### src/rtl/vga_seq_pkg.sv
package vga_seq_pkg;

  typedef enum logic [1:0] {
    SZ_BYTE = 2'd0,
    SZ_HALF = 2'd1,
    SZ_WORD = 2'd2,
    SZ_WIDE = 2'd3
  } accSize_t;

  typedef enum logic [1:0] {
    ST_IDLE = 2'd0,
    ST_BUSY = 2'd1,
    ST_DONE = 2'd2
  } seqState_t;

  // strobes from control to datapath
  typedef struct packed {
    logic load;   // capture a new request
    logic step;   // current byte accepted, move to the next
  } seqStrobe_t;

endpackage

### src/rtl/vga_seq_datapath.sv
module vga_seq_datapath
  import vga_seq_pkg::*;
#(
  parameter int ADDR_W = 20,
  parameter int DATA_W = 32
) (
  input  logic              clk,
  input  logic              rstN,
  input  seqStrobe_t        strobe,
  input  logic              reqWrite,
  input  logic [ADDR_W-1:0] reqAddr,
  input  logic [1:0]        reqSize,
  input  logic [DATA_W-1:0] reqWdata,
  input  logic [7:0]        byteRdata,
  output logic [ADDR_W-1:0] byteAddr,
  output logic [7:0]        byteWdata,
  output logic              byteWrite,
  output logic [DATA_W-1:0] rdataAcc,
  output logic              lastByte
);

  localparam int NB     = DATA_W / 8;
  localparam int LANE_W = (NB > 1) ? $clog2(NB) : 1;

  logic [ADDR_W-1:LANE_W] addrHi;
  logic [LANE_W-1:0]      lowBits;
  logic [LANE_W-1:0]      stepIdx;
  logic [LANE_W-1:0]      stepLimit;
  logic [DATA_W-1:0]      wdataShift;
  logic                   isWrite;

  // index of the last byte for a given size code, clamped to the bus width
  function automatic logic [LANE_W-1:0] lastIdx(input logic [1:0] sz);
    int unsigned cnt;
    cnt = 32'd1 << sz;
    if (cnt > NB) cnt = NB;
    return LANE_W'(cnt - 1);
  endfunction

  always_ff @(posedge clk or negedge rstN) begin
    if (!rstN) begin
      addrHi     <= '0;
      lowBits    <= '0;
      stepIdx    <= '0;
      stepLimit  <= '0;
      wdataShift <= '0;
      isWrite    <= 1'b0;
    end else if (strobe.load) begin
      addrHi     <= reqAddr[ADDR_W-1:LANE_W];
      lowBits    <= reqAddr[LANE_W-1:0];
      stepIdx    <= '0;
      stepLimit  <= lastIdx(reqSize);
      wdataShift <= reqWdata;
      isWrite    <= reqWrite;
    end else if (strobe.step) begin
      lowBits    <= lowBits + 1'b1;
      stepIdx    <= stepIdx + 1'b1;
      wdataShift <= {8'h00, wdataShift[DATA_W-1:8]};
    end
  end

  // one capture register per byte lane of the read word
  for (genvar g = 0; g < NB; g++) begin : g_lane
    logic [7:0] laneQ;
    always_ff @(posedge clk or negedge rstN) begin
      if (!rstN)
        laneQ <= '0;
      else if (strobe.load)
        laneQ <= '0;
      else if (strobe.step && !isWrite && (stepIdx == LANE_W'(g)))
        laneQ <= byteRdata;
    end
    assign rdataAcc[8*g +: 8] = laneQ;
  end

  assign byteAddr  = {addrHi, lowBits};
  assign byteWdata = wdataShift[7:0];
  assign byteWrite = isWrite;
  assign lastByte  = (stepIdx == stepLimit);

endmodule

### src/rtl/vga_seq_control.sv
module vga_seq_control
  import vga_seq_pkg::*;
(
  input  logic       clk,
  input  logic       rstN,
  input  logic       reqValid,
  input  logic       byteReady,
  input  logic       lastByte,
  input  logic       isWrite,
  output seqStrobe_t strobe,
  output logic       byteValid,
  output logic       reqReady,
  output logic       rspValid
);

  seqState_t stateQ, stateD;

  always_ff @(posedge clk or negedge rstN) begin
    if (!rstN) stateQ <= ST_IDLE;
    else       stateQ <= stateD;
  end

  always_comb begin
    stateD      = stateQ;
    strobe      = '0;
    byteValid   = 1'b0;
    reqReady    = 1'b0;
    rspValid    = 1'b0;
    unique case (stateQ)
      ST_IDLE: begin
        if (reqValid) begin
          strobe.load = 1'b1;
          stateD      = ST_BUSY;
        end
      end
      ST_BUSY: begin
        byteValid = 1'b1;
        if (byteReady) begin
          strobe.step = 1'b1;
          if (lastByte) stateD = ST_DONE;
        end
      end
      ST_DONE: begin
        reqReady = 1'b1;
        rspValid = !isWrite;
        stateD   = ST_IDLE;
      end
      default: stateD = ST_IDLE;
    endcase
  end

endmodule

### src/rtl/vga_byte_sequencer.sv
module vga_byte_sequencer
  import vga_seq_pkg::*;
#(
  parameter int ADDR_W = 20,
  parameter int DATA_W = 32
) (
  input  logic              clk,
  input  logic              rstN,
  input  logic              reqValid,
  output logic              reqReady,
  input  logic              reqWrite,
  input  logic [ADDR_W-1:0] reqAddr,
  input  logic [1:0]        reqSize,
  input  logic [DATA_W-1:0] reqWdata,
  output logic              rspValid,
  output logic [DATA_W-1:0] rspRdata,
  output logic              byteValid,
  input  logic              byteReady,
  output logic              byteWrite,
  output logic [ADDR_W-1:0] byteAddr,
  output logic [7:0]        byteWdata,
  input  logic [7:0]        byteRdata
);

  seqStrobe_t strobe;
  logic       lastByte;

  vga_seq_control u_ctrl (
    .clk       (clk),
    .rstN      (rstN),
    .reqValid  (reqValid),
    .byteReady (byteReady),
    .lastByte  (lastByte),
    .isWrite   (byteWrite),
    .strobe    (strobe),
    .byteValid (byteValid),
    .reqReady  (reqReady),
    .rspValid  (rspValid)
  );

  vga_seq_datapath #(
    .ADDR_W (ADDR_W),
    .DATA_W (DATA_W)
  ) u_dp (
    .clk       (clk),
    .rstN      (rstN),
    .strobe    (strobe),
    .reqWrite  (reqWrite),
    .reqAddr   (reqAddr),
    .reqSize   (reqSize),
    .reqWdata  (reqWdata),
    .byteRdata (byteRdata),
    .byteAddr  (byteAddr),
    .byteWdata (byteWdata),
    .byteWrite (byteWrite),
    .rdataAcc  (rspRdata),
    .lastByte  (lastByte)
  );

endmodule

### config.mk
export PLATFORM = sky130hd
export DESIGN_NAME = vga_byte_sequencer
export DESIGN_NICKNAME = d
export VERILOG_FILES = /design/src/rtl/vga_seq_pkg.sv /design/src/rtl/vga_seq_datapath.sv /design/src/rtl/vga_seq_control.sv /design/src/rtl/vga_byte_sequencer.sv
export SDC_FILE = /design/constraint.sdc
export NUM_CORES = 1
export LEC_CHECK = 0
export BUFFER_PORTS_ARGS = -buffer_cell sky130_fd_sc_hd__buf_4
export CORE_UTILIZATION = 40
export CTS_CLUSTER_DIAMETER = 80
export CTS_CLUSTER_SIZE = 10
export DETAILED_ROUTE_END_ITERATION = 16
export PLACE_DENSITY_LB_ADDON = 0.12
export SETUP_SLACK_MARGIN = 0.2
export SKIP_LAST_GASP = 1
export SLEW_MARGIN = 20
export SYNTH_ARGS = -nofsm -noshare
export SYNTH_HDL_FRONTEND = slang
export SYNTH_SLANG_ARGS = --single-unit
### constraint.sdc
create_clock -name clk -period 2.3 [get_ports clk]
set_clock_uncertainty 0.15 [all_clocks]
set_input_delay 0.46 -clock clk [delete_from_list [all_inputs] [get_ports clk]]
set_output_delay 0.46 -clock clk [all_outputs]
set_load 0.01 [all_outputs]
==> results.ini <==
[placed_design]
dp_hpwl_um = 6740
globalplace.congestion = 0.759
dp.cells = 649
io_buffer_count = 130
dp_slack_ns = 0.414

[cts]
h-tree-depth = 3
cts_tree = yes
ctsLongestPathBuffers = 2
ctsResizeCount = 0
root_buffer = clkbuf_8
clock-sinks = 91
path_clk_slew_ns = 0.09
cts_inserted_buffers = 9
clk_latency_ns = 0.35

[worst_setup_path]
crit_arrival_ns = 1.30
crit_type = reg2out
required_ns = 1.69
end_kind = primary output
crit_path_cell_trace = buf_4 > nor2b_1 > nor2b_1 > buf_4
reg2reg_from = u_dp.stepIdx[0]
crit_path_start = u_ctrl.stateQ[0]
slowest_stage = dfrtp_1
ff2ff_setup_slack_ns = 0.56
path_max_fanout = 8
reg2reg_depth = 5
worst_r2r_endpoint = u_dp.g_lane[0].laneQ[6]
endpoint = rspValid
max_stage_delay_ns = 0.38
cp-start-kind = register

[floorplan]
start_util_pct = 41.0
die_height_um = 102
die_width_um = 102
core_mm2 = 0.00973
io_pins = 131
num_rows = 36
fp.dieArea_mm2 = 0.0104

[route]
vias = 3362
drtAntennaViolNets = 0
routed_via_density = 5.06
postRouteWirelength_um = 9950
wl_per_cell_um = 15.0
drc = 0
dr.pass1.iters = 5
drt_iter0_markers = 168

[min_path]
hp-class = in2reg

[power_and_ir_drop]
ir_worst_vdd_uv = 579
finalPower_mw = 6.77
power_density_mw_per_mm2 = 1290
p_leak_nw = 2.60

[final_layout]
drive_gt1_share_pct = 30.3
layout_commonest_cell = buf_4
finalNetCount = 599
fin_cells = 665
final_cell_mix = 140 x buf_4, 92 x nand2_1, 91 x dfrtp_1
antennaDiodeCount = 0
area_growth_pct = 31.6

[grt]
grt_pass1_wl_um = 16100
track_usage_pct = 20.1
antenna_found_initial = 0
grt_max_degree = 51
first_global_vias = 3249
overflow = 0

[logic_synthesis]
ys_seq_area_share_pct = 57.1
avgSynthCellArea_um2 = 9.63
ys_ff_latch = 91
syn-num-nets = 485
synth_cell_types = 33
ys_warn_count = 0
synth_cells = 414
post_synth_instance_area_mm2 = 0.00399

[timing]
finalCritPeriodShare_pct = 83.0
finalWorstSetupSlack_ns = 0.390
rsz0062_at_grt = no
drv_slew = 0
fin_crit_ns = 1.91
tns_ns = 0
maxSlewHeadroom_pct = 66.4
tightest_slew_ns = 0.504
setup_viol = 0
final_hold_viol_count = 0
fmax_mhz = 524

[outcome]
outcome = finished clean

[run]
cap_violations = 0

## final cells by class
| type | count | area (um2) |
|---|---|---|
| flip-flops and latches | 91 | 2280 |
| multi-input cells | 276 | 1420 |
| clock buffers | 11 | 151 |
| repair buffers | 143 | 1100 |
| fillers | 944 | 4490 |
| well taps | 133 | 166 |
| inverters | 7 | 26.3 |
| clock inverters | 4 | 97.6 |
## what timing repair did
item | in CTS | in global routing
hold endpoints to repair | 31 | 0
hold buffers | 1 | 0
setup buffers | 0 | 0
## worst max-delay path, delay by kind of cell, from the launching register on
family	cells	cell delay, ns
and+or+nand+nor	2	0.27
buffers and inverters	2	0.31
DFF	1	0.38
## cells by family after synthesis
group	count (synthesis)	synth area share [%]
AND/OR/NAND/NOR	166	18.7
adder cells (fa/ha/maj)	4	1.26
flip-flops	91	57.1
XOR/XNOR	4	0.879
buffers and inverters	47	7.28
AO/OA/AOI/OAI	102	14.8
## cells in the mapped netlist (all sizes together)
cell	n	area share, %
xnor2	3	0.66
a22o	9	2.0
ha	4	1.3
nor2	13	1.4
clkbuf	7	0.66
nand4b	1	0.22
nor2b	2	0.31
or3b	1	0.22
and3b	1	0.22
xor2	1	0.22
o21ai	37	4.6
a22oi	12	2.3
nand4bb	1	0.28
nor3b	1	0.19
nor3	4	0.50
and2	1	0.16
and4bb	1	0.31
nand3	45	5.7
a31oi	8	1.3
nand3b	1	0.19
inv	7	0.66
nand2b	1	0.16
nand2	92	8.7
and3	1	0.16
buf	33	6.0
a21oi	32	4.0
dfrtp	91	57
o22ai	4	0.63
## worst min-delay path by stage
| stage | start | to | depth (start not counted) |
|---|---|---|---|
| floorplan | rstN | u_ctrl.stateQ[0] | 0 |
| global placement | rstN | u_dp.wdataShift[3] | 1 |
| detailed placement | rstN | u_dp.wdataShift[3] | 1 |
| CTS | reqAddr[16] | u_dp.addrHi[16] | 3 |
| global route | reqAddr[14] | u_dp.addrHi[14] | 3 |
| finish | reqAddr[16] | u_dp.addrHi[16] | 3 |
## metal layers
metal	GRT usage, %	routed length [um]	up-vias
met2	30.3	4630	112
met3	4.99	677	9
met5	0	0	-
met1	28.3	4510	1613
li1	-	-	1628
met4	7.03	131	0
## state kept, by name, indices dropped and copies added, names as in the netlist
| signal | flops |
|---|---|
| u_dp.stepLimit | 2 |
| u_dp.lowBits | 2 |
| u_dp.g_lane.laneQ | 32 |
| u_ctrl.stateQ | 2 |
| u_dp.addrHi | 18 |
| u_dp.stepIdx | 2 |
| u_dp.byteWrite | 1 |
| u_dp.wdataShift | 32 |
## stage by stage
step | utilization [%] | hold slack, ns | instance area, um2
2_1_floorplan | - | 0.0144 | 3990
3_3_place_gp | 51.2 | 0.288 | 4980
6_report | 53.9 | 0.140 | 5240
3_5_place_dp | 51.2 | 0.282 | 4980
5_1_grt | 53.9 | 0.138 | 5240
4_1_cts | 53.9 | 0.127 | 5240
## power by group
group / switching, mW / internal [mW]
clock network: 0.550 / 0.776
registers: 0.404 / 2.27
logic: 1.52 / 1.25
No activity file was read; power rests on OpenSTA's default activity.
